File: config.mk
export PLATFORM = sky130hd
export DESIGN_NAME = bus_collision_monitor
export DESIGN_NICKNAME = d
export VERILOG_FILES = /design/src/rtl/bcd_pkg.sv /design/src/rtl/bcd_datapath.sv /design/src/rtl/bcd_control.sv /design/src/rtl/bus_collision_monitor.sv
export SDC_FILE = /design/constraint.sdc
export NUM_CORES = 1
export LEC_CHECK = 0
export ABC_CLOCK_PERIOD_IN_PS = 1040
export BUFFER_PORTS_ARGS = -buffer_cell sky130_fd_sc_hd__buf_2
export CAP_MARGIN = 20
export CORE_MARGIN = 2
export CORE_UTILIZATION = 25
export CTS_CLUSTER_SIZE = 8
export DETAILED_ROUTE_END_ITERATION = 10
export PLACE_DENSITY = 0.57
export SYNTH_ARGS = -nofsm -noshare
export SYNTH_HDL_FRONTEND = slang
export SYNTH_SLANG_ARGS = --single-unit
File: constraint.sdc
create_clock -name clk -period 1.04 [get_ports clk]
set_input_delay 0.052 -clock clk [delete_from_list [all_inputs] [get_ports clk]]
set_output_delay 0.052 -clock clk [all_outputs]
set_load 0.05 [all_outputs]
File: src/rtl/bcd_pkg.sv
package bcd_pkg;
  typedef struct packed {
    logic sampleHit;
    logic collide;
    logic rxFall;
  } bcd_strobes_t;
endpackage

File: src/rtl/bcd_datapath.sv
module bcd_datapath
  import bcd_pkg::*;
#(
  parameter int SyncStages = 2
) (
  input  logic         clk,
  input  logic         rstN,
  input  logic         xferClk,
  input  logic         timerUflow,
  input  logic         sampleSel,
  input  logic         txd,
  input  logic         rxd,
  output bcd_strobes_t strobes
);
  localparam int LastStage = SyncStages - 1;

  logic [LastStage:0] rxSync;
  logic rxPrev;
  logic xferPrev;
  logic rxSafe;
  logic xferRise;
  logic sampleEv;

  // receive synchronizer, one flop per stage; idles high
  for (genvar s = 0; s < SyncStages; s++) begin : g_sync
    if (s == 0) begin : g_first
      always_ff @(posedge clk or negedge rstN)
        if (!rstN) rxSync[s] <= 1'b1;
        else       rxSync[s] <= rxd;
    end else begin : g_next
      always_ff @(posedge clk or negedge rstN)
        if (!rstN) rxSync[s] <= 1'b1;
        else       rxSync[s] <= rxSync[s-1];
    end
  end

  assign rxSafe = rxSync[LastStage];

  always_ff @(posedge clk or negedge rstN) begin
    if (!rstN) begin
      rxPrev   <= 1'b1;
      xferPrev <= 1'b1;
    end else begin
      rxPrev   <= rxSafe;
      xferPrev <= xferClk;
    end
  end

  assign xferRise = xferClk & ~xferPrev;
  assign sampleEv = sampleSel ? timerUflow : xferRise;

  always_comb begin
    strobes.sampleHit = sampleEv;
    strobes.collide   = sampleEv & txd & ~rxSafe;
    strobes.rxFall    = rxPrev & ~rxSafe;
  end
endmodule

File: src/rtl/bcd_control.sv
module bcd_control
  import bcd_pkg::*;
(
  input  logic         clk,
  input  logic         rstN,
  input  bcd_strobes_t strobes,
  input  logic         byteDone,
  input  logic         byteMode,
  input  logic         autoClrEn,
  input  logic         startOnFall,
  input  logic         flagClr,
  input  logic         txEnSet,
  input  logic         txEnClr,
  output logic         arbLost,
  output logic         collisionPulse,
  output logic         txEnOut,
  output logic         txStart
);
  logic byteAcc;
  logic armed;
  logic flagSet;
  logic enKill;
  logic startNow;

  assign flagSet  = byteMode ? (byteDone & (byteAcc | strobes.collide))
                             : strobes.collide;
  assign enKill   = (strobes.collide & autoClrEn) | txEnClr;
  assign startNow = (txEnSet & ~startOnFall)
                  | (armed & strobes.rxFall & txEnOut);

  always_ff @(posedge clk or negedge rstN) begin
    if (!rstN) begin
      arbLost        <= 1'b0;
      byteAcc        <= 1'b0;
      collisionPulse <= 1'b0;
      txEnOut        <= 1'b0;
      armed          <= 1'b0;
      txStart        <= 1'b0;
    end else begin
      arbLost        <= (arbLost & ~flagClr) | flagSet;
      collisionPulse <= strobes.collide;
      txStart        <= startNow;

      if (byteDone || !byteMode) byteAcc <= 1'b0;
      else                       byteAcc <= byteAcc | strobes.collide;

      if (enKill)       txEnOut <= 1'b0;
      else if (txEnSet) txEnOut <= 1'b1;

      if (enKill)                        armed <= 1'b0;
      else if (txEnSet && startOnFall)   armed <= 1'b1;
      else if (armed && strobes.rxFall)  armed <= 1'b0;
    end
  end
endmodule

File: src/rtl/bus_collision_monitor.sv
module bus_collision_monitor
  import bcd_pkg::*;
#(
  parameter int SyncStages = 2
) (
  input  logic clk,
  input  logic rstN,
  input  logic xferClk,
  input  logic timerUflow,
  input  logic txd,
  input  logic rxd,
  input  logic byteDone,
  input  logic sampleSel,
  input  logic byteMode,
  input  logic autoClrEn,
  input  logic startOnFall,
  input  logic flagClr,
  input  logic txEnSet,
  input  logic txEnClr,
  output logic arbLost,
  output logic collisionPulse,
  output logic txEnOut,
  output logic txStart
);
  bcd_strobes_t strobes;

  bcd_datapath #(.SyncStages(SyncStages)) u_dp (
    .clk(clk), .rstN(rstN), .xferClk(xferClk), .timerUflow(timerUflow),
    .sampleSel(sampleSel), .txd(txd), .rxd(rxd), .strobes(strobes)
  );

  bcd_control u_ctl (
    .clk(clk), .rstN(rstN), .strobes(strobes), .byteDone(byteDone),
    .byteMode(byteMode), .autoClrEn(autoClrEn), .startOnFall(startOnFall),
    .flagClr(flagClr), .txEnSet(txEnSet), .txEnClr(txEnClr),
    .arbLost(arbLost), .collisionPulse(collisionPulse),
    .txEnOut(txEnOut), .txStart(txStart)
  );
endmodule

# == Yosys cells after proc, flatten, opt, wreduce, memory -nomap -nowiden ==
# Cells that the tools add are included.
# totals
register_bits,10
in_bits,14
# classes
n_mux,8
bitwise,18
n_reduce_logical,6
# op_table
op,count
$and 1x1->1,10
$mux 1,8
$not 1->1,4
$or 1x1->1,4
$reduce_bool 3->1,1
$logic_and 1x1->1,2
$reduce_bool 2->1,1
$logic_not 1->1,1
$logic_or 1x1->1,1

# == Logic depth before layout (Yosys ltp) ==
# logic_depth
depth_word,9
ltp_mapped,3
ltp_nobuf,3

# == Hierarchy ==
# From an unflattened synthesis, not the netlist that was laid out.
# unflattened
hier_cells,30
hier_area_um2,379.1
# by_module_without_submodules
mod,n_inst,cells_per_inst,area_per_inst_um2
bcd_control,1,19,229.0
bcd_datapath,1,11,150.1

# == Worst setup path after synthesis ==
# OpenSTA, ideal clock, no wires.
# synth_path
kind,register to register
startpoint,register u_dp.xferPrev
endpoint,register u_ctl.byteAcc
t_arrival_ps,870
t_required_ps,921
path_slack_ps,51
path_stages_with_launch,4
synth_period_minus_slack_ps,989
path_cell_list,dfstp_2 -> nor3b_2 -> o21a_1 -> o21a_1
# synth_lines
element,line,rtl
start: declaration,bcd_datapath.sv:19,logic xferPrev;
start signal: assignment,bcd_datapath.sv:45,xferPrev <= xferClk;
end signal: assignment,bcd_control.sv:45,else byteAcc <= byteAcc | strobes.collide;
end: declaration,bcd_control.sv:19,logic byteAcc;

==> results.py <==
metrics = {
    "power_and_ir_drop": {
        "p_switching_mw": 0.209,
        "power_mw": 0.832,
        "p_comb_frac": 0.163,
        "swShare": 0.251,
        "p_int_mw": 0.623,
        "leakagePower_nw": 0.290,
        "p_per_area_mw_per_mm2": 1410,
        "clkPwrFrac": 0.325,
        "p_seq_frac": 0.512,
        "ir_drop_v": 0.000895,
    },
    "yosys": {
        "synth_seq_area_share": 0.671,
        "yosysMostFrequentCell": "dfrtp_1",
        "ys_ff_latch": 10,
        "synth_fp_nets": 43,
        "synth_top_area_share": 0.395,
        "synth_ff_type": "dfrtp_1",
        "syn_inst": 29,
        "yosys-top-cells-area": "dfrtp_1 (39%), dfstp_2 (28%), o21a_1 (3.9%), nor2b_1 (3.3%), nor3b_2 (3.3%)",
        "synth_top_area_cell": "dfrtp_1",
        "ys_warn_count": 0,
        "mappedNetlistArea_um2": 380,
        "async_reset_ff_frac": 1.00,
        "avgSynthCellArea_um2": 13.1,
        "synth_common_cells": "dfrtp_1 (6), dfstp_2 (4)",
        "netlist-cell-type-count": 17,
        "synth_edf_count": 0,
    },
    "layout": {
        "nets": 71,
        "area_delta_synth_final_pct": 54.6,
        "diodes": 0,
        "drive_gt1_frac": 0.500,
        "design_area_um2": 588,
        "final_cell_count_no_fill": 72,
        "post-route-util": 0.400,
    },
    "global_routing": {
        "track_usage": 0.0950,
        "grt_pass1_vias": 300,
        "antenna_found_initial": 0,
        "grt_pass1_wl_um": 1170,
        "grt_start_max_net_pins": 11,
        "gr-total-overflow": 0,
    },
    "die": {
        "fp-row-count": 14,
        "core_mm2": 0.00147,
        "start_util": 0.259,
        "dieWidth_um": 43.0,
        "ios": 18,
        "die_area_mm2": 0.00185,
        "die_height_um": 43.0,
    },
    "place": {
        "dpl_cell_area_um2": 485,
        "io_buffers": 17,
        "placed_cells": 62,
        "gp_congestion": 0.705,
        "dp_hpwl_um": 529,
        "place_ws_ns": -0.0136,
    },
    "route": {
        "via_count": 315,
        "drtIter0Drc": 3,
        "viasPerCell": 4.38,
        "routedWlPerCell_um": 10.6,
        "drt_first_pass_iters": 2,
        "wirelength_um": 763,
        "drc": 0,
        "ant_nets": 0,
    },
    "timing": {
        "period_needed_ns": 1.06,
        "worst_pin_slew_ns": 0.252,
        "fin_skew_ns": 0.0119,
        "drv_slew": 0,
        "finalHoldViolations": 0,
        "setup_violations": 3,
        "slew_headroom": 0.833,
        "max_freq_mhz": 941,
        "layout_setup_ws_ns": -0.0233,
        "rsz0062_at_grt": "yes",
        "period_share": 1.02,
    },
    "worst_setup_path": {
        "worstPathRequired_ns": 1.18,
        "path_class": "flip-flop to flip-flop",
        "worst-path-max-fanout": 3,
        "reg2reg_from": "u_dp.xferPrev",
        "arrival_ns": 1.21,
        "r2r_setup_slack_ns": -0.02,
        "critical_path.startpoint": "u_dp.xferPrev",
        "start_kind": "flip-flop",
        "critPathCaptureType": "flip-flop",
    },
    "clock_tree": {
        "cts_max_level": 1,
        "post_cts_buffers": 0,
        "numCtsBuffers": 3,
        "cts_tree": "built",
        "cts_root_buffer": "clkbuf_4",
        "clk_path_buf_depth": 2,
        "clkTransAtPathRegs_ns": 0.07,
        "insertion_delay_ns": 0.26,
        "clock-sinks": 10,
    },
    "run_status": {
        "status": "finished with violations",
        "violations": "negative setup slack",
    },
    "min_path": {
        "hold_start": "byteDone",
        "hold_path_class": "input port to flip-flop",
    },
    "job": {
        "cap_violations": 0,
    },
}
==> per-stage QoR <==
| stage | setup TNS, ns | hold slack [ns] |
|---|---|---|
| finish | -0.0522 | 0.0511 |
| global route | -0.257 | 0.0338 |
| CTS | -0.0471 | 0.0409 |
| detailed placement | -0.0223 | -0.0750 |
| global placement | 0 | -0.0796 |
| floorplan | 0 | -0.244 |
==> final timing paths <==
check | cells past startpoint | end
worst max register to register | 3 | u_ctl.byteAcc
worst max-delay path | 3 | u_ctl.byteAcc
min in group asynchronous | 2 | u_ctl.txStart
worst min-delay path | 3 | u_ctl.byteAcc
worst min register to register | 0 | u_dp.rxSafe
max in group asynchronous | 2 | u_dp.rxPrev
==> cells in the final DEF (no fill, tap or decap) <==
cell and instances:
nand2_1 1, nor3b_4 1, inv_1 2, and2_4 1
clkbuf_4 3, a21oi_1 1, nor2b_1 2, a22oi_1 1
o22ai_1 1, a211oi_1 1, nand2b_1 1, o211a_1 1
clkbuf_1 1, nor3_2 2, dfrtp_1 6, dfstp_2 4
dlygate4sd3_1 6, buf_2 17, nor2_1 1, o32ai_1 1
o21a_1 2
==> power groups by stage <==
stage / Sequential [mW] / Clock, mW / Combinational (mW)
finish: 0.426 / 0.271 / 0.135
global route: 0.428 / 0.317 / 0.147
CTS: 0.425 / 0.287 / 0.134
detailed placement: 0.432 / 0 / 0.113
global placement: 0.431 / 0 / 0.113
floorplan: 0.465 / 0 / 0.0295
==> critical path, stage by stage (launching register included) <==
cell,delay (ns)
dfstp_2,0.55
nor3b_4,0.05
o21a_1,0.19
o21a_1,0.16
==> layer usage <==
metal,track usage,up-vias,part of all wire
li1,-,157,-
met1,0.101,148,0.43
met2,0.139,10,0.50
met3,0.0766,0,0.072
met4,0.0364,0,0
met5,0,-,0
==> area by class of cell <==
cell class	instances	area, um2
timing repair buffer	23	145
inverter	2	7.51
fill	148	883
clock buffer	4	26.3
multi-input combinational	17	134
sequential	10	255
tap	16	20.0
==> state kept, by name (all words and copies together), names as in the netlist <==
register	cells
u_ctl.arbLost	1
u_dp.rxSafe	1
u_dp.rxPrev	1
u_ctl.txEnOut	1
u_dp.rxSync	1
u_dp.xferPrev	1
u_ctl.collisionPulse	1
u_ctl.armed	1
u_ctl.byteAcc	1
u_ctl.txStart	1
==> cell families after synthesis <==
| kind of cell | after synthesis | share of synthesized area |
|---|---|---|
| flops | 10 | 0.671 |
| simple gates | 9 | 0.151 |
| compound gates | 8 | 0.158 |
| buf+inv | 2 | 0.0197 |
==> timing repair <==
item / CTS / global route
endpoints found under the hold margin: 16 / 0
endpoints found under the setup margin: 3 / 4
hold buffers: 6 / 0
resized for setup: 2 / 1
pin swaps: 1 / 1
Power figures use the tool's default switching activity.
